**config.mk**
```make
export PLATFORM = sky130hd
export DESIGN_NAME = ps2_dual_rx_hub
export DESIGN_NICKNAME = d
export VERILOG_FILES = /design/src/rtl/ps2hub_pkg.sv /design/src/rtl/ps2_line_filter.sv /design/src/rtl/ps2_frame_rx.sv /design/src/rtl/ps2_byte_fifo.sv /design/src/rtl/ps2_hub_datapath.sv /design/src/rtl/ps2_hub_control.sv /design/src/rtl/ps2_dual_rx_hub.sv
export SDC_FILE = /design/constraint.sdc
export NUM_CORES = 1
export LEC_CHECK = 0
export BUFFER_PORTS_ARGS = -buffer_cell sky130_fd_sc_hd__buf_2
export CELL_PAD_IN_SITES_DETAIL_PLACEMENT = 0
export CELL_PAD_IN_SITES_GLOBAL_PLACEMENT = 1
export CORE_AREA = 2 2 132 134
export CTS_CLUSTER_DIAMETER = 30
export CTS_CLUSTER_SIZE = 10
export DETAILED_ROUTE_END_ITERATION = 8
export DIE_AREA = 0 0 134 136
export PLACE_DENSITY_LB_ADDON = 0.1
export SYNTH_ARGS = -nofsm -noshare
export SYNTH_HDL_FRONTEND = slang
export SYNTH_SLANG_ARGS = --single-unit
```
**constraint.sdc**
```tcl
create_clock -name clk -period 2.45 [get_ports clk]
set_input_delay 0 -clock clk [delete_from_list [all_inputs] [get_ports clk]]
set_output_delay 0 -clock clk [all_outputs]
set_load 0.03 [all_outputs]
```
**src/rtl/ps2hub_pkg.sv**
```systemverilog
package ps2hub_pkg;
  localparam int NUM_CH = 2;
  localparam int KB_CH  = 0;
  localparam int MS_CH  = 1;
  localparam int FRAME_BITS = 11;

  // strobes from control to datapath, one bit per channel
  typedef struct packed {
    logic [NUM_CH-1:0] pop;
    logic [NUM_CH-1:0] inhibit;
  } hubCtl_t;
endpackage

```
**src/rtl/ps2_line_filter.sv**
```systemverilog
module ps2_line_filter #(
  parameter int FILT_CYCLES = 4
) (
  input  logic clk,
  input  logic rstN,
  input  logic rawIn,
  output logic filtOut
);
  localparam int CW = $clog2(FILT_CYCLES + 1);

  logic [1:0]    syncQ;
  logic [CW-1:0] runCnt;

  always_ff @(posedge clk or negedge rstN) begin
    if (!rstN) begin
      syncQ   <= 2'b11;
      runCnt  <= '0;
      filtOut <= 1'b1;
    end else begin
      syncQ <= {syncQ[0], rawIn};
      if (syncQ[1] == filtOut) begin
        runCnt <= '0;
      end else if (runCnt == CW'(FILT_CYCLES - 1)) begin
        filtOut <= syncQ[1];
        runCnt  <= '0;
      end else begin
        runCnt <= runCnt + 1'b1;
      end
    end
  end
endmodule

```
**src/rtl/ps2_frame_rx.sv**
```systemverilog
module ps2_frame_rx #(
  parameter int TIMEOUT_CYCLES = 200000,
  parameter int GUARD_CYCLES   = 8
) (
  input  logic       clk,
  input  logic       rstN,
  input  logic       clkF,
  input  logic       dataF,
  input  logic       inhibit,
  output logic [7:0] byteOut,
  output logic       byteStb,
  output logic       frameActive
);
  import ps2hub_pkg::*;
  localparam int IW = $clog2(TIMEOUT_CYCLES + 1);
  localparam int GW = $clog2(GUARD_CYCLES + 1);

  logic          prevClk;
  logic [3:0]    bitCnt;
  logic [9:0]    shiftQ;
  logic [IW-1:0] idleCnt;
  logic [GW-1:0] guardCnt;
  logic          fallEdge, blocked, frameGood;
  logic [FRAME_BITS-1:0] nextFrame;

  assign fallEdge    = prevClk & ~clkF;
  assign blocked     = inhibit | (guardCnt != '0);
  assign nextFrame   = {dataF, shiftQ};
  assign frameActive = (bitCnt != 4'd0);
  assign frameGood   = !nextFrame[0] && nextFrame[10] && (^nextFrame[9:1]);

  always_ff @(posedge clk or negedge rstN) begin
    if (!rstN) begin
      prevClk  <= 1'b1;
      bitCnt   <= '0;
      shiftQ   <= '0;
      idleCnt  <= '0;
      guardCnt <= '0;
      byteOut  <= '0;
      byteStb  <= 1'b0;
    end else begin
      prevClk <= clkF;
      byteStb <= 1'b0;
      if (inhibit) guardCnt <= GW'(GUARD_CYCLES);
      else if (guardCnt != '0) guardCnt <= guardCnt - 1'b1;

      if (inhibit) begin
        bitCnt  <= '0;
        idleCnt <= '0;
      end else if (fallEdge && !blocked) begin
        idleCnt <= '0;
        shiftQ  <= nextFrame[10:1];
        if (bitCnt == 4'(FRAME_BITS - 1)) begin
          bitCnt  <= '0;
          byteStb <= frameGood;
          byteOut <= nextFrame[8:1];
        end else begin
          bitCnt <= bitCnt + 1'b1;
        end
      end else if (bitCnt != 4'd0) begin
        if (idleCnt == IW'(TIMEOUT_CYCLES - 1)) begin
          bitCnt  <= '0;
          idleCnt <= '0;
        end else begin
          idleCnt <= idleCnt + 1'b1;
        end
      end
    end
  end
endmodule

```
**src/rtl/ps2_byte_fifo.sv**
```systemverilog
module ps2_byte_fifo #(
  parameter int DEPTH = 4
) (
  input  logic       clk,
  input  logic       rstN,
  input  logic       push,
  input  logic [7:0] din,
  input  logic       pop,
  output logic [7:0] head,
  output logic       empty,
  output logic       full
);
  localparam int AW = $clog2(DEPTH);

  logic [7:0]  mem [DEPTH];
  logic [AW:0] wrPtr, rdPtr;
  logic        doPush, doPop;

  assign empty  = (wrPtr == rdPtr);
  assign full   = (wrPtr[AW] != rdPtr[AW]) && (wrPtr[AW-1:0] == rdPtr[AW-1:0]);
  assign head   = mem[rdPtr[AW-1:0]];
  assign doPush = push && !full;
  assign doPop  = pop && !empty;

  always_ff @(posedge clk) begin
    if (doPush) mem[wrPtr[AW-1:0]] <= din;
  end

  always_ff @(posedge clk or negedge rstN) begin
    if (!rstN) begin
      wrPtr <= '0;
      rdPtr <= '0;
    end else begin
      if (doPush) wrPtr <= wrPtr + 1'b1;
      if (doPop)  rdPtr <= rdPtr + 1'b1;
    end
  end
endmodule

```
**src/rtl/ps2_hub_datapath.sv**
```systemverilog
module ps2_hub_datapath
  import ps2hub_pkg::*;
#(
  parameter int FIFO_DEPTH     = 4,
  parameter int FILT_CYCLES    = 4,
  parameter int TIMEOUT_CYCLES = 200000
) (
  input  logic              clk,
  input  logic              rstN,
  input  logic [NUM_CH-1:0] lineClk,
  input  logic [NUM_CH-1:0] lineData,
  input  hubCtl_t           ctl,
  input  logic              hostSel,
  output logic [NUM_CH-1:0] chFull,
  output logic [NUM_CH-1:0] chEmpty,
  output logic [NUM_CH-1:0] chActive,
  output logic [7:0]        rdData,
  output logic              rdValid
);
  localparam int GUARD_CYCLES = FILT_CYCLES + 4;

  logic [7:0] headByte [NUM_CH];

  for (genvar c = 0; c < NUM_CH; c++) begin : g_ch
    logic       clkF, dataF, stb;
    logic [7:0] rxByte;

    ps2_line_filter #(.FILT_CYCLES(FILT_CYCLES)) u_clkFilt (
      .clk(clk), .rstN(rstN), .rawIn(lineClk[c]), .filtOut(clkF));
    ps2_line_filter #(.FILT_CYCLES(FILT_CYCLES)) u_datFilt (
      .clk(clk), .rstN(rstN), .rawIn(lineData[c]), .filtOut(dataF));

    ps2_frame_rx #(.TIMEOUT_CYCLES(TIMEOUT_CYCLES), .GUARD_CYCLES(GUARD_CYCLES)) u_rx (
      .clk(clk), .rstN(rstN), .clkF(clkF), .dataF(dataF),
      .inhibit(ctl.inhibit[c]), .byteOut(rxByte), .byteStb(stb),
      .frameActive(chActive[c]));

    ps2_byte_fifo #(.DEPTH(FIFO_DEPTH)) u_fifo (
      .clk(clk), .rstN(rstN), .push(stb), .din(rxByte), .pop(ctl.pop[c]),
      .head(headByte[c]), .empty(chEmpty[c]), .full(chFull[c]));
  end

  assign rdValid = !chEmpty[hostSel];
  assign rdData  = rdValid ? headByte[hostSel] : 8'h00;
endmodule

```
**src/rtl/ps2_hub_control.sv**
```systemverilog
module ps2_hub_control
  import ps2hub_pkg::*;
(
  input  logic              clk,
  input  logic              rstN,
  input  logic              hostSel,
  input  logic              hostRd,
  input  logic              hostXfer,
  input  logic [NUM_CH-1:0] chFull,
  input  logic [NUM_CH-1:0] chEmpty,
  input  logic [NUM_CH-1:0] chActive,
  output hubCtl_t           ctl,
  output logic [NUM_CH-1:0] clkOe
);
  logic [NUM_CH-1:0] holdNext;

  always_comb begin
    for (int c = 0; c < NUM_CH; c++) begin
      ctl.pop[c] = hostRd && (int'(hostSel) == c) && !chEmpty[c];
    end
    holdNext[KB_CH] = chFull[KB_CH] | hostXfer;
    holdNext[MS_CH] = chFull[MS_CH] | hostXfer | chActive[KB_CH];
    ctl.inhibit = clkOe;
  end

  always_ff @(posedge clk or negedge rstN) begin
    if (!rstN) clkOe <= '0;
    else       clkOe <= holdNext;
  end
endmodule

```
**src/rtl/ps2_dual_rx_hub.sv**
```systemverilog
module ps2_dual_rx_hub
  import ps2hub_pkg::*;
#(
  parameter int FIFO_DEPTH     = 4,
  parameter int FILT_CYCLES    = 4,
  parameter int TIMEOUT_CYCLES = 200000
) (
  input  logic       clk,
  input  logic       rstN,
  input  logic       kbClkIn,
  input  logic       kbDataIn,
  input  logic       msClkIn,
  input  logic       msDataIn,
  output logic       kbClkOe,
  output logic       msClkOe,
  input  logic       hostSel,
  input  logic       hostRd,
  input  logic       hostXfer,
  output logic [7:0] rdData,
  output logic       rdValid
);
  hubCtl_t           ctl;
  logic [NUM_CH-1:0] chFull, chEmpty, chActive, clkOe;

  ps2_hub_datapath #(
    .FIFO_DEPTH(FIFO_DEPTH), .FILT_CYCLES(FILT_CYCLES), .TIMEOUT_CYCLES(TIMEOUT_CYCLES)
  ) u_dp (
    .clk(clk), .rstN(rstN),
    .lineClk({msClkIn, kbClkIn}), .lineData({msDataIn, kbDataIn}),
    .ctl(ctl), .hostSel(hostSel),
    .chFull(chFull), .chEmpty(chEmpty), .chActive(chActive),
    .rdData(rdData), .rdValid(rdValid));

  ps2_hub_control u_ctl (
    .clk(clk), .rstN(rstN), .hostSel(hostSel), .hostRd(hostRd), .hostXfer(hostXfer),
    .chFull(chFull), .chEmpty(chEmpty), .chActive(chActive),
    .ctl(ctl), .clkOe(clkOe));

  assign kbClkOe = clkOe[KB_CH];
  assign msClkOe = clkOe[MS_CH];
endmodule

```
---- Word level (Yosys, flattened, before mapping) ----
Memories as Yosys holds them, arrays and structs flattened.
Cells that the tools add are included.
storage, ports and cells
  flip-flop bits (word level) ............. 130
  memory bits (writable) .................. 64
  output and inout bits ................... 11
  memories ................................ 2
cells by class
  add/sub/neg operators ................... 14
  $lt $le $gt $ge ......................... 2
  eq/ne operators ......................... 18
  mux-type cells .......................... 46
  bitwise operators ....................... 17
  reduce and logical (&&, ||, !) cells .... 47
memories
  memory                   depth  bits a word  read ports  clocked after Yosys merged registers in  write ports  RTL line             RTL
  u_dp.g_ch[0].u_fifo.mem  4      8            1           0                                        1            ps2_byte_fifo.sv:15  logic [7:0] mem [DEPTH];
  u_dp.g_ch[1].u_fifo.mem  4      8            1           0                                        1            ps2_byte_fifo.sv:15
operator list
  cell                   count
  $mux 18                8
  $mux 4                 14
  $add 18x1->18 const B  2
  $eq 18x18->1 const B   2
  $mux 8                 4
  $add 3x1->3 const B    8
  $mux 3                 8
  $reduce_xor 9->1       2
  $logic_and 1x1->1      16
  $reduce_and 2->1       8
  $reduce_bool 4->1      4
  $eq 3x2->1 const B     4
  $mux 1                 12
  $reduce_bool 3->1      4
  $logic_not 1->1        9
  $not 1->1              9
  $add 4x1->4 const B    2
  $eq 4x4->1 const B     2
  $sub 4x1->4 const B    2
  $eq 3x3->1             2
  $reduce_and 3->1       2
  $or 1x1->1             5
  $eq 1x1->1             4
  $eq 2x2->1             2
  other kinds (6)        9

---- Depth between registers and ports, before layout ----
Gate-level depths: netlist (run 1).
  depth in word-level cells ............... 6
  gate-level depth with buffers ........... 9

---- Cells and area by module ----
A second synthesis (run 1) with hierarchy kept.
second synthesis, totals
  cell total of the unflattened synthesis .. 651
  area, all modules ....................... 8892.3 µm²
by module, submodules not included
  module                                times used  cells each  area each (µm²)  seq. area each (µm²)
  ps2_frame_rx                          2           191         2223.4           1152.4
  ps2_byte_fifo at u_dp.g_ch[0].u_fifo  1           90          1660.3           1111.1
  ps2_byte_fifo at u_dp.g_ch[1].u_fifo  1           90          1629.1           1111.1
  ps2_line_filter                       4           13          220.2            153.9
  ps2_hub_datapath                      1           29          181.4            0.0
  ps2_hub_control                       1           8           93.8             50.0

---- Worst setup path before layout (run 1) ----
Ideal clock, no wire load.
  path type ............................... reg-to-reg
  start point ............................. register u_dp.g_ch[0].u_rx.guardCnt[0]
  end point ............................... register u_dp.g_ch[0].u_rx.byteOut[0]
  library setup time ...................... 125 ps
  data arrival time ....................... 1947 ps
  data required time ...................... 2325 ps
  slack ................................... 378 ps
  stages on the path, launching flop included .. 7
  buffers on the path ..................... 1
  cell sequence ........................... dfrtp_1 inv_1 ha_1 or3b_1 buf_6 nor4_4 mux2_2
on the way
  longest elaborated chain between the ends .. 5
RTL lines
  what                               RTL line            RTL
  start, declared                    ps2_frame_rx.sv:22  logic [GW-1:0] guardCnt;
  start signal, assigned             ps2_frame_rx.sv:44  if (inhibit) guardCnt <= GW'(GUARD_CYCLES);
  start signal, assigned             ps2_frame_rx.sv:45  else if (guardCnt != '0) guardCnt <= guardCnt - 1'b1;
  $reduce_bool 4->1                  ps2_frame_rx.sv:27  assign blocked = inhibit | (guardCnt != '0);
  $or 1x1->1                         ps2_frame_rx.sv:27
  $logic_not 1->1                    ps2_frame_rx.sv:50  end else if (fallEdge && !blocked) begin
  $logic_and 1x1->1                  ps2_frame_rx.sv:50
  $reduce_and 3->1 (no source line)  n/a
  end signal, assigned               ps2_frame_rx.sv:56  byteOut <= nextFrame[8:1];
  end, declared                      ps2_frame_rx.sv:10  output logic [7:0] byteOut,
No other way between the ends.
A chain may end at the register's enable or synchronous reset.

---- Final worst setup path (run 1) ----
  start point ............................. register u_dp.g_ch[0].u_rx.guardCnt[0]
  end point ............................... register u_dp.g_ch[0].u_rx.idleCnt[5]
on the way
  longest elaborated chain between the ends .. 6
  elaborated cells between the ends (all ways) .. 7
  classes of those cells .................. mux: 2; bitwise: 1; reduce/logical: 4
RTL lines
  what                   RTL line            RTL
  $reduce_bool 4->1 (*)  ps2_frame_rx.sv:27
  $or 1x1->1 (*)         ps2_frame_rx.sv:27
  $logic_not 1->1 (*)    ps2_frame_rx.sv:50
  $logic_and 1x1->1 (*)  ps2_frame_rx.sv:50
  $mux 18                ps2_frame_rx.sv:50
  $mux 18                ps2_frame_rx.sv:47  if (inhibit) begin
  end signal, assigned   ps2_frame_rx.sv:65  idleCnt <= idleCnt + 1'b1;
  end, declared          ps2_frame_rx.sv:21  logic [IW-1:0] idleCnt;
Every way passes the cells marked *; elsewhere a longest branch is shown, timed or not.

==> impl_metrics.prom, run 1 <==
# TYPE chip_impl_metric gauge
chip_impl_metric{name="avgViaCountPerCell",unit=""} 5.40
chip_impl_metric{name="static-leakage-power",unit="nW"} 3.97
chip_impl_metric{name="grt_antenna_before_repair",unit=""} 0
chip_impl_metric{name="synth_edf_count",unit=""} 64
chip_impl_metric{name="ant_nets",unit=""} 0
chip_impl_info{name="critical-path-slowest-cell",value="or3b_1"} 1
chip_impl_metric{name="place_area",unit="sq um"} 9050
chip_impl_metric{name="synth_cells",unit=""} 633
chip_impl_metric{name="synth_simple_gate_area_share",unit="%"} 13.1
chip_impl_metric{name="finalMaxSlewViolations",unit=""} 0
chip_impl_metric{name="setup_tns",unit="ns"} 0
chip_impl_metric{name="synthXorXnorAreaFrac",unit="%"} 5.90
chip_impl_metric{name="initial_utilization",unit="%"} 51.0
chip_impl_info{name="worstPathCellList",value="inv_1 -> ha_1 -> or3b_1 -> o211ai_4 -> buf_4 -> nand4_1 -> xor2_1 -> nor2_1"} 1
chip_impl_metric{name="finalHoldWorstSlack",unit="ns"} 0.0429
chip_impl_info{name="dominantRegCellSynth",value="dfrtp_1"} 1
chip_impl_info{name="critPathLaunchType",value="register"} 1
chip_impl_metric{name="overflow",unit=""} 0
chip_impl_info{name="timing.hold.worst.start",value="hostRd"} 1
chip_impl_metric{name="finish.net_count",unit=""} 713
chip_impl_metric{name="drive_above_1_share",unit="%"} 22.1
chip_impl_info{name="synth_top_family_by_area",value="simple AND/OR/NAND/NOR gates"} 1
chip_impl_metric{name="worstSkewPairLatency",unit="ns"} 0.43
chip_impl_info{name="setup.worst_path.class",value="reg -> reg"} 1
chip_impl_metric{name="antenna_cells",unit=""} 0
chip_impl_metric{name="first_global_vias",unit=""} 4911
chip_impl_metric{name="worst-endpoint-arrival",unit="ns"} 2.62
chip_impl_metric{name="syn_nets",unit=""} 666
chip_impl_metric{name="min_period_over_period",unit="%"} 92.2
chip_impl_info{name="synth_largest_area_cell",value="dfrtp_1"} 1
chip_impl_metric{name="core",unit="sq um"} 16900
chip_impl_info{name="path_delay_family",value="simple AND/OR/NAND/NOR gates"} 1
chip_impl_metric{name="asyncSetResetFlopFracSynth",unit="%"} 67.0
chip_impl_metric{name="post-route-min-period",unit="ns"} 2.26
chip_impl_metric{name="yosysWarnings",unit=""} 0
chip_impl_info{name="hold_path_class",value="in -> reg"} 1
chip_impl_info{name="critPathLaunch",value="u_dp.g_ch[0].u_rx.guardCnt[0]"} 1
chip_impl_metric{name="pin_count",unit=""} 20
chip_impl_metric{name="synthMuxAreaShare",unit="%"} 10.9
chip_impl_info{name="result_of_the_run",value="completed"} 1
chip_impl_metric{name="detail_route.wl_per_cell",unit="microns"} 16.3
chip_impl_metric{name="area_growth_syn_to_layout",unit="%"} 12.9
chip_impl_metric{name="seq_area_frac_synth",unit="%"} 60.3
chip_impl_metric{name="post-place-cells",unit=""} 878
chip_impl_metric{name="numPortBuffers",unit=""} 19
chip_impl_metric{name="synth-adder-area-share",unit="%"} 3.49
chip_impl_info{name="clockRootBuffer",value="clkbuf_16"} 1
chip_impl_metric{name="clock-skew-final",unit="ns"} 0.0120
chip_impl_metric{name="power.density",unit="nW/um^2"} 888
chip_impl_metric{name="die-width",unit="microns"} 134
chip_impl_metric{name="die_area",unit="sq um"} 18200
chip_impl_metric{name="max-cap-violations",unit=""} 0
chip_impl_metric{name="grt_start_max_net_pins",unit=""} 56
chip_impl_metric{name="achievable-frequency",unit="GHz"} 0.443
chip_impl_metric{name="timing.critical_path.buf_inv",unit=""} 2
chip_impl_info{name="unrepaired_setup_endpoints_after_global_routing",value="false"} 1
chip_impl_metric{name="post-synth-top-area-fraction",unit="%"} 33.7
chip_impl_metric{name="dieHeight",unit="microns"} 136
chip_impl_metric{name="finalHoldViolCount",unit=""} 0
chip_impl_metric{name="critical_path.max_fanout",unit=""} 9
chip_impl_metric{name="cts_inserted_buffers",unit=""} 17
chip_impl_metric{name="globalplace.congestion",unit=""} 0.740
chip_impl_metric{name="worst_slew_margin_rel",unit="%"} 56.0
chip_impl_metric{name="ctsHtreeMaxLevel",unit=""} 4
chip_impl_metric{name="cts_sinks",unit=""} 194
chip_impl_metric{name="synth-compound-area-share",unit="%"} 4.47
chip_impl_metric{name="synth-seq-cells",unit=""} 194
chip_impl_metric{name="drt-total-wl",unit="microns"} 15000
chip_impl_metric{name="final_cells",unit=""} 918
chip_impl_metric{name="cts-root-to-sink-buffers",unit=""} 2
chip_impl_info{name="cts_tree",value="built"} 1
chip_impl_metric{name="synthDistinctLibCells",unit=""} 57
chip_impl_metric{name="netlist_area",unit="sq um"} 8610
chip_impl_metric{name="grt_first_pass_wirelength",unit="microns"} 24900
chip_impl_metric{name="vias_after_detailed_routing",unit=""} 4960
chip_impl_metric{name="peakVddDrop",unit="mV"} 0.577
chip_impl_info{name="timing.critical_path.to_type",value="register"} 1
chip_impl_info{name="yosys-top-cells-area",value="dfrtp_1, edfxtp_1, mux2_2, dfstp_2, mux4_2"} 1
chip_impl_info{name="startpoint_of_the_lowest_slack_register_to_register_path",value="u_dp.g_ch[0].u_rx.guardCnt[0]"} 1
chip_impl_info{name="mostFrequentLayoutCells",value="dfrtp_1, edfxtp_1, mux2_2"} 1
chip_impl_metric{name="crit_path_max_incr_delay",unit="ns"} 0.55
chip_impl_metric{name="cts.reportedPaths.clkPinSlew",unit="ns"} 0.08
chip_impl_metric{name="post_layout_inst_area",unit="sq um"} 9730
chip_impl_metric{name="drt-initial-drc-count",unit=""} 260
chip_impl_metric{name="timing.final.setup_violations",unit=""} 0
chip_impl_metric{name="worst_slew_pin_slew",unit="ns"} 0.660
chip_impl_metric{name="route.detailed.drc",unit=""} 0
chip_impl_metric{name="rows",unit=""} 48
chip_impl_metric{name="drt_pass1_iterations",unit=""} 4
chip_impl_metric{name="grt.total_usage",unit="%"} 17.6
chip_impl_metric{name="final_util",unit="%"} 57.6
chip_impl_metric{name="worst_path_required",unit="ns"} 2.81
chip_impl_metric{name="syn_avg_cell_area",unit="sq um"} 13.6
chip_impl_metric{name="dp_hpwl",unit="microns"} 10400
chip_impl_info{name="most_frequent_standard_cell_in_the_layout_excluding_fill_and_tap_cells",value="dfrtp_1"} 1
final cells by class:
type / instances / area [sq um]
timing repair buffer: 44 / 313
fill: 1373 / 7150
sequential: 194 / 5190
clock inverter: 14 / 153
clock buffer: 18 / 450
tap: 225 / 282
inverter: 21 / 78.8
multi-input combinational: 402 / 3260
synthesized netlist by cell type (5+ instances only):
library cell,n
nand3_1,15
nor2b_1,7
and2_1,10
nand2b_1,11
xor2_1,25
buf_2,7
and3_1,14
or3_1,5
dfrtp_1,116
a21oi_1,7
a31oi_1,13
nand4_1,10
and4_1,8
o21ai_0,17
dfstp_2,14
clkbuf_1,5
mux2_2,43
nor3b_1,10
edfxtp_1,64
inv_1,21
ha_1,24
mux4_2,16
xnor2_1,33
nand2_1,33
mux2i_1,9
nor2_1,38
nor3_1,11
worst register-to-register path: cells and delay by family, from the launching register on:
| family | cells | cell delay, ns |
|---|---|---|
| xor+xnor | 1 | 0.16 |
| fa+ha+maj | 1 | 0.19 |
| flops | 1 | 0.41 |
| compound gates | 1 | 0.37 |
| buf+inv | 2 | 0.29 |
| simple gates | 3 | 0.77 |
through the flow:
stage               power, mW  worst slack (ns)
floorplan                5.40             0.378
global placement         5.88             0.212
detailed placement       5.95             0.141
CTS                      8.74             0.112
global route             9.11            0.0187
finish                   8.64             0.192
logic make-up (layout without fill, tap and decap cells):
| logic type | count (synthesis) | in the layout |
|---|---|---|
| AO/OA/AOI/OAI | 57 | 57 |
| adder cells (fa/ha/maj) | 24 | 24 |
| XOR/XNOR | 58 | 58 |
| multiplexers | 68 | 68 |
| AND/OR/NAND/NOR | 195 | 195 |
| flip-flops | 194 | 194 |
| buffers and inverters | 37 | 97 |
power by group:
part           total (mW)  switching (mW)  internal, mW
combinational        1.98            1.14         0.837
sequential           3.90           0.250          3.65
clock                2.76            1.33          1.43
total                8.64            2.72          5.92
worst paths after layout:
kind / to / slack, ns / cells after the start
max: u_dp.g_ch[0].u_rx.idleCnt[5] / 0.19 / 8
min: u_dp.g_ch[0].u_fifo.rdPtr[0] / 0.04 / 3
max reg2reg: u_dp.g_ch[0].u_rx.idleCnt[5] / 0.19 / 8
min reg2reg: u_dp.g_ch[1].u_clkFilt.syncQ[1] / 0.36 / 0
max in group asynchronous: u_dp.g_ch[0].u_datFilt.filtOut / 1.54 / 3
min in group asynchronous: u_dp.g_ch[0].u_fifo.rdPtr[2] / 0.11 / 2
registers in the layout, summed over array words and instances (netlist names):
name,flops
u_dp.g_ch.u_rx.prevClk,2
u_dp.g_ch.u_datFilt.syncQ,4
u_dp.g_ch.u_datFilt.runCnt,6
u_dp.g_ch.u_clkFilt.syncQ,4
u_dp.g_ch.u_datFilt.filtOut,2
u_dp.g_ch.u_fifo.mem,64
u_dp.g_ch.u_clkFilt.runCnt,6
u_dp.g_ch.u_rx.byteOut,16
u_ctl.clkOe,2
u_dp.g_ch.u_rx.idleCnt,36
u_dp.g_ch.u_fifo.rdPtr,6
u_dp.g_ch.u_rx.bitCnt,8
u_dp.g_ch.u_rx.guardCnt,8
u_dp.g_ch.u_clkFilt.filtOut,2
u_dp.g_ch.u_rx.shiftQ,20
u_dp.g_ch.u_fifo.wrPtr,6
u_dp.g_ch.u_rx.byteStb,2
routing by layer:
metal,vias to the layer above,wire (microns),share of wire (%),GRT usage [%]
met1,2492,6820,46,22.6
met5,-,0,0,0
met2,46,7650,51,30.5
met3,14,340,2.3,3.39
li1,2408,-,-,-
met4,0,162,1.1,5.67
repair_timing:
item,4_1_cts,5_1_grt
setup buffers,0,2
hold buffers,6,0
setup endpoints to repair,0,14
gates resized for setup,0,1
hold endpoints to repair,47,0
(Power assumes the default switching activity.)
==> run 2: changes to the inputs <==
Settings changed: CTS_CLUSTER_SIZE 10 to 40, RECOVER_POWER set to 25.
==> impl_metrics.prom, run 2 (synthesis gave the netlist of run 1 again) <==
# TYPE chip_impl_metric gauge
chip_impl_info{name="result_of_the_run",value="completed"} 1
chip_impl_metric{name="cts_sinks",unit=""} 194
chip_impl_metric{name="seq_area",unit="sq um"} 5190
chip_impl_info{name="clockRootBuffer",value="clkbuf_16"} 1
chip_impl_metric{name="antenna_cells",unit=""} 0
chip_impl_metric{name="drt-total-wl",unit="microns"} 15000
chip_impl_metric{name="min_period_over_period",unit="%"} 92.2
chip_impl_metric{name="drt-initial-drc-count",unit=""} 261
chip_impl_metric{name="grt_antenna_before_repair",unit=""} 0
chip_impl_info{name="worstPathCellList",value="inv_1 -> ha_1 -> or3b_1 -> o211ai_4 -> buf_4 -> nand4_1 -> xor2_1 -> nor2_1"} 1
chip_impl_metric{name="avgViaCountPerCell",unit=""} 5.40
chip_impl_info{name="critPathLaunchType",value="register"} 1
chip_impl_metric{name="route.detailed.drc",unit=""} 0
chip_impl_metric{name="grt.total_usage",unit="%"} 17.6
chip_impl_info{name="timing.critical_path.to_type",value="register"} 1
chip_impl_metric{name="finalMaxSlewViolations",unit=""} 0
chip_impl_info{name="unrepaired_setup_endpoints_after_global_routing",value="false"} 1
chip_impl_metric{name="vias_after_detailed_routing",unit=""} 4960
chip_impl_metric{name="fill_cells",unit=""} 1375
chip_impl_metric{name="overflow",unit=""} 0
chip_impl_metric{name="ant_nets",unit=""} 0
chip_impl_info{name="mostFrequentLayoutCells",value="dfrtp_1, edfxtp_1, mux2_2"} 1
chip_impl_metric{name="timing.final.setup_violations",unit=""} 0
chip_impl_metric{name="static-leakage-power",unit="nW"} 3.97
chip_impl_metric{name="max_reg_flops",unit=""} 64
chip_impl_metric{name="detail_route.wl_per_cell",unit="microns"} 16.3
chip_impl_metric{name="drive_above_1_share",unit="%"} 21.6
chip_impl_metric{name="grt_first_pass_wirelength",unit="microns"} 24900
chip_impl_metric{name="worstSkewPairLatency",unit="ns"} 0.43
chip_impl_metric{name="die_area",unit="sq um"} 18200
chip_impl_metric{name="rows",unit=""} 48
chip_impl_metric{name="grt_start_max_net_pins",unit=""} 56
chip_impl_metric{name="place_ws",unit="ns"} 0.141
chip_impl_info{name="most_frequent_standard_cell_in_the_layout_excluding_fill_and_tap_cells",value="dfrtp_1"} 1
chip_impl_metric{name="critical_path.max_fanout",unit=""} 9
chip_impl_metric{name="die-width",unit="microns"} 134
chip_impl_metric{name="setup_tns",unit="ns"} 0
chip_impl_info{name="cts_tree",value="built"} 1
chip_impl_metric{name="dieHeight",unit="microns"} 136
chip_impl_metric{name="worst_slew_pin_slew",unit="ns"} 1.27
chip_impl_metric{name="postLayoutSetupSlackWorst",unit="ns"} 0.192
chip_impl_metric{name="post-route-min-period",unit="ns"} 2.26
chip_impl_metric{name="pin_count",unit=""} 20
chip_impl_info{name="critical-path-slowest-cell",value="or3b_1"} 1
chip_impl_metric{name="ctsHtreeMaxLevel",unit=""} 4
chip_impl_metric{name="combined_area_of_the_multi_input_logic_cells",unit="sq um"} 3260
chip_impl_metric{name="globalplace.congestion",unit=""} 0.740
chip_impl_metric{name="power.total",unit="mW"} 8.63
chip_impl_metric{name="dp_hpwl",unit="microns"} 10400
chip_impl_metric{name="worst-endpoint-arrival",unit="ns"} 2.62
chip_impl_metric{name="crit_path_max_incr_delay",unit="ns"} 0.55
chip_impl_metric{name="clock-skew-final",unit="ns"} 0.0120
chip_impl_metric{name="core",unit="sq um"} 16900
chip_impl_metric{name="drt_pass1_iterations",unit=""} 4
chip_impl_metric{name="area_growth_syn_to_layout",unit="%"} 12.9
chip_impl_metric{name="cts_inserted_buffers",unit=""} 17
chip_impl_metric{name="worst_slew_margin_rel",unit="%"} 15.1
chip_impl_metric{name="numPortBuffers",unit=""} 19
chip_impl_metric{name="cts-root-to-sink-buffers",unit=""} 2
chip_impl_metric{name="finish.net_count",unit=""} 713
chip_impl_metric{name="peakVddDrop",unit="mV"} 0.577
chip_impl_metric{name="worst_path_required",unit="ns"} 2.81
chip_impl_metric{name="initial_utilization",unit="%"} 51.0
chip_impl_info{name="hold_path_class",value="in -> reg"} 1
chip_impl_metric{name="power.density",unit="nW/um^2"} 888
chip_impl_metric{name="max-cap-violations",unit=""} 0
chip_impl_metric{name="cts.reportedPaths.clkPinSlew",unit="ns"} 0.08
chip_impl_metric{name="first_global_vias",unit=""} 4911
chip_impl_metric{name="finalHoldViolCount",unit=""} 0
chip_impl_info{name="setup.worst_path.class",value="reg -> reg"} 1
chip_impl_metric{name="achievable-frequency",unit="GHz"} 0.443
-- run 2: timing repair --
item,4_1_cts,5_1_grt
hold buffers,6,0
endpoints found under the hold margin,47,0
buffers inserted,0,2
endpoints found under the setup margin,0,14
gates resized for setup,0,1
-- run 2: final timing paths --
check                                                 from                         endpoint  slack [ns]  depth (start not counted)
hold reg to reg            u_dp.g_ch[1].u_clkFilt.syncQ[0]  u_dp.g_ch[1].u_clkFilt.syncQ[1]        0.36                          0
min in group asynchronous                             rstN     u_dp.g_ch[0].u_fifo.rdPtr[2]        0.35                          2
setup / recovery             u_dp.g_ch[0].u_rx.guardCnt[0]     u_dp.g_ch[0].u_rx.idleCnt[5]        0.19                          8
max in group asynchronous                             rstN   u_dp.g_ch[0].u_datFilt.filtOut        1.09                          3
hold / removal                                      hostRd     u_dp.g_ch[0].u_fifo.rdPtr[0]        0.04                          3
setup reg to reg             u_dp.g_ch[0].u_rx.guardCnt[0]     u_dp.g_ch[0].u_rx.idleCnt[5]        0.19                          8
-- run 2: power breakdown --
group          total, mW  switching [mW]  internal, mW
sequential          3.90           0.250          3.65
combinational       1.97            1.14         0.836
clock               2.76            1.33          1.43
-- run 2: routing by layer --
layer / share of wire, % / vias up / wire length [microns] / track usage, %
li1: - / 2408 / - / -
met1: 46 / 2492 / 6820 / 22.6
met4: 1.1 / 0 / 162 / 5.67
met2: 51 / 46 / 7640 / 30.5
met5: 0 / - / 0 / 0
met3: 2.3 / 14 / 340 / 3.39
-- run 2: stage by stage --
step	cells	hold slack [ns]	util [%]	cell area, sq um
6_report	918	0.0429	57.6	9720
5_1_grt	918	0.0442	57.6	9720
4_1_cts	916	0.0347	57.5	9710
3_5_place_dp	878	0.0672	53.6	9050
3_3_place_gp	878	0.0492	53.6	9050
2_1_floorplan	633	-0.296	-	8610
-- run 2: final cells by class --
type	instances	area share (%)
clock inverter	14	1.57
timing repair buffer	44	3.18
sequential	194	53.4
clock buffer	18	4.63
tap	225	2.90
inverter	21	0.811
multi-input combinational	402	33.5
-- run 2: worst max-delay path, delay by kind of cell, from the launching register on --
family / cells / cell delay, ns
and+or+nand+nor: 3 / 0.76
DFF: 1 / 0.41
AOI/OAI and AO/OA: 1 / 0.37
buffers and inverters: 2 / 0.29
adders and majority gates: 1 / 0.19
xor gates and xnor gates: 1 / 0.16
==> run 3: changes to the inputs <==
Settings changed: CORE_AREA 2 2 132 134 to 2 2 129 131, DIE_AREA 0 0 134 136 to 0 0 131 133.
Clock period 2.45 ns to 2.6 ns, I/O delays scaled along.
==> impl_metrics.prom, run 3 (synthesis gave the netlist of run 1 again) <==
# TYPE chip_impl_metric gauge
chip_impl_metric{name="dp_hpwl",unit="microns"} 10200
chip_impl_metric{name="post-route-min-period",unit="ns"} 2.31
chip_impl_info{name="setup.worst_path.class",value="reg -> reg"} 1
chip_impl_metric{name="final_cells",unit=""} 908
chip_impl_metric{name="drt-total-wl",unit="microns"} 14700
chip_impl_metric{name="drt-initial-drc-count",unit=""} 266
chip_impl_info{name="most_frequent_standard_cell_in_the_layout_excluding_fill_and_tap_cells",value="dfrtp_1"} 1
chip_impl_metric{name="timing.final.setup_violations",unit=""} 0
chip_impl_metric{name="worst-endpoint-arrival",unit="ns"} 2.66
chip_impl_metric{name="numPortBuffers",unit=""} 19
chip_impl_metric{name="grt_first_pass_wirelength",unit="microns"} 25600
chip_impl_info{name="hold_path_class",value="in -> reg"} 1
chip_impl_metric{name="post-place-cells",unit=""} 870
chip_impl_metric{name="area_growth_syn_to_layout",unit="%"} 12.4
chip_impl_info{name="mostFrequentLayoutCells",value="dfrtp_1, edfxtp_1, mux2_2"} 1
chip_impl_metric{name="p_clk_share",unit="%"} 32.1
chip_impl_metric{name="pwr-share-seq",unit="%"} 45.5
chip_impl_metric{name="overflow",unit=""} 0
chip_impl_metric{name="max_reg_flops",unit=""} 64
chip_impl_info{name="cts_tree",value="built"} 1
chip_impl_metric{name="clock-skew-final",unit="ns"} 0.00681
chip_impl_info{name="unrepaired_setup_endpoints_after_global_routing",value="false"} 1
chip_impl_metric{name="grt_start_max_net_pins",unit=""} 58
chip_impl_metric{name="finalHoldViolCount",unit=""} 0
chip_impl_metric{name="avgViaCountPerCell",unit=""} 5.45
chip_impl_metric{name="min_period_over_period",unit="%"} 88.7
chip_impl_metric{name="pin_count",unit=""} 20
chip_impl_metric{name="drt_pass1_iterations",unit=""} 6
chip_impl_metric{name="fill_cells",unit=""} 1295
chip_impl_metric{name="cts.reportedPaths.clkPinSlew",unit="ns"} 0.07
chip_impl_info{name="clockRootBuffer",value="clkbuf_16"} 1
chip_impl_metric{name="rows",unit=""} 47
chip_impl_metric{name="antenna_cells",unit=""} 0
chip_impl_metric{name="ctsHtreeMaxLevel",unit=""} 4
chip_impl_metric{name="first_global_vias",unit=""} 5076
chip_impl_metric{name="peakVddDrop",unit="mV"} 0.535
chip_impl_metric{name="core",unit="sq um"} 16200
chip_impl_metric{name="cts_inserted_buffers",unit=""} 17
chip_impl_metric{name="worstSkewPairLatency",unit="ns"} 0.43
chip_impl_metric{name="static-leakage-power",unit="nW"} 3.93
chip_impl_metric{name="final_util",unit="%"} 59.8
chip_impl_metric{name="critical_path.max_fanout",unit=""} 11
chip_impl_metric{name="switching_share",unit="%"} 31.5
chip_impl_metric{name="vias_after_detailed_routing",unit=""} 4947
chip_impl_metric{name="p_sw",unit="mW"} 2.56
chip_impl_metric{name="intPower",unit="mW"} 5.57
chip_impl_metric{name="die-width",unit="microns"} 131
chip_impl_metric{name="die_area",unit="sq um"} 17400
chip_impl_info{name="critPathLaunchType",value="register"} 1
chip_impl_metric{name="drive_above_1_share",unit="%"} 21.4
chip_impl_metric{name="finish.net_count",unit=""} 708
chip_impl_metric{name="cts_sinks",unit=""} 194
chip_impl_metric{name="worst_path_required",unit="ns"} 2.96
chip_impl_info{name="result_of_the_run",value="completed"} 1
chip_impl_metric{name="achievable-frequency",unit="GHz"} 0.433
chip_impl_metric{name="ant_nets",unit=""} 0
chip_impl_metric{name="grt.total_usage",unit="%"} 19.1
chip_impl_metric{name="cts_post_setup_buffers_inserted",unit=""} 0
chip_impl_metric{name="worst_slew_pin_slew",unit="ns"} 1.37
chip_impl_metric{name="initial_utilization",unit="%"} 53.3
chip_impl_metric{name="max-cap-violations",unit=""} 0
chip_impl_metric{name="grt_antenna_before_repair",unit=""} 0
chip_impl_metric{name="cts-root-to-sink-buffers",unit=""} 2
chip_impl_metric{name="combinational_power_share",unit="%"} 22.4
chip_impl_metric{name="dieHeight",unit="microns"} 133
chip_impl_metric{name="globalplace.congestion",unit=""} 0.766
chip_impl_metric{name="detail_route.wl_per_cell",unit="microns"} 16.2
chip_impl_info{name="timing.critical_path.to_type",value="register"} 1
chip_impl_metric{name="route.detailed.drc",unit=""} 0
chip_impl_metric{name="power.total",unit="mW"} 8.13
chip_impl_metric{name="setup_tns",unit="ns"} 0
chip_impl_metric{name="finalMaxSlewViolations",unit=""} 0
chip_impl_metric{name="power.density",unit="nW/um^2"} 841
chip_impl_metric{name="worst_slew_margin_rel",unit="%"} 8.70
[run 3: changes by cell type in the layout (fill, tap and decap cells not counted)]
cell and delta:
clkbuf_8 +1, a21oi_1 -1, a21oi_2 +1, clkinv_4 -3, clkinv_2 +1, clkbuf_1 -1, buf_4 -5, inv_12 -1
inv_6 +2, o21ai_0 +1, o21ai_1 -1, buf_2 +1
[run 3: area by class of cell]
cell class / count / area [sq um] / share of cell area [%]
Sequential cell: 194 / 5190 / 53.7
Multi-Input combinational cell: 402 / 3260 / 33.7
Clock buffer: 19 / 464 / 4.80
Tap cell: 220 / 275 / 2.84
Timing Repair Buffer: 39 / 273 / 2.82
Clock inverter: 13 / 133 / 1.37
Inverter: 21 / 78.8 / 0.815
[run 3: per-stage QoR]
stage | setup slack (ns) | hold WS, ns | instance area [sq um]
CTS | 0.248 | 0.0148 | 9680
floorplan | 0.528 | -0.296 | 8610
global placement | 0.368 | 0.0802 | 9020
global route | 0.0891 | 0.0202 | 9680
finish | 0.293 | 0.0337 | 9680
detailed placement | 0.264 | 0.0939 | 9020
[run 3: critical path, stage by stage, from the launching register on]
cell	delay, ns
dfrtp_1	0.40
inv_1	0.06
ha_1	0.18
or3b_1	0.44
buf_4	0.20
nor3_4	0.47
buf_4	0.23
nand3b_1	0.07
a31oi_1	0.16
[run 3: worst paths after layout]
path / start / endpoint / slack, ns / cells past startpoint
worst max-delay path: u_dp.g_ch[0].u_rx.guardCnt[0] / u_dp.g_ch[0].u_rx.bitCnt[2] / 0.29 / 8
max in group asynchronous: rstN / u_dp.g_ch[1].u_clkFilt.filtOut / 1.12 / 3
min in group asynchronous: rstN / u_dp.g_ch[0].u_fifo.rdPtr[2] / 0.42 / 2
worst min-delay path: hostRd / u_dp.g_ch[0].u_fifo.rdPtr[0] / 0.03 / 3
worst min register to register: u_dp.g_ch[0].u_clkFilt.syncQ[0] / u_dp.g_ch[0].u_clkFilt.syncQ[1] / 0.36 / 0
worst max register to register: u_dp.g_ch[0].u_rx.guardCnt[0] / u_dp.g_ch[0].u_rx.bitCnt[2] / 0.29 / 8
[run 3: metal layers]
metal	up-vias	track usage, %	part of all wire, %
li1	2386	-	-
met1	2489	25.5	47
met2	62	30.7	49
met3	10	5.14	2.5
met4	0	5.67	1.2
met5	-	0	0
[run 3: timing repair]
action                                 CTS  global route
resized for setup                        0             1
hold buffers                             6             0
endpoints found under the hold margin   49             0
setup endpoints to repair                0             1
[run 3: power by group through the flow]
stage / clock network [mW] / registers [mW] / logic [mW]
after floorplan: 0 / 3.67 / 1.45
after global placement: 0 / 3.75 / 1.80
after detailed placement: 0 / 3.77 / 1.85
after CTS: 2.67 / 3.71 / 1.86
after global routing: 2.81 / 3.74 / 2.06
final: 2.61 / 3.70 / 1.82
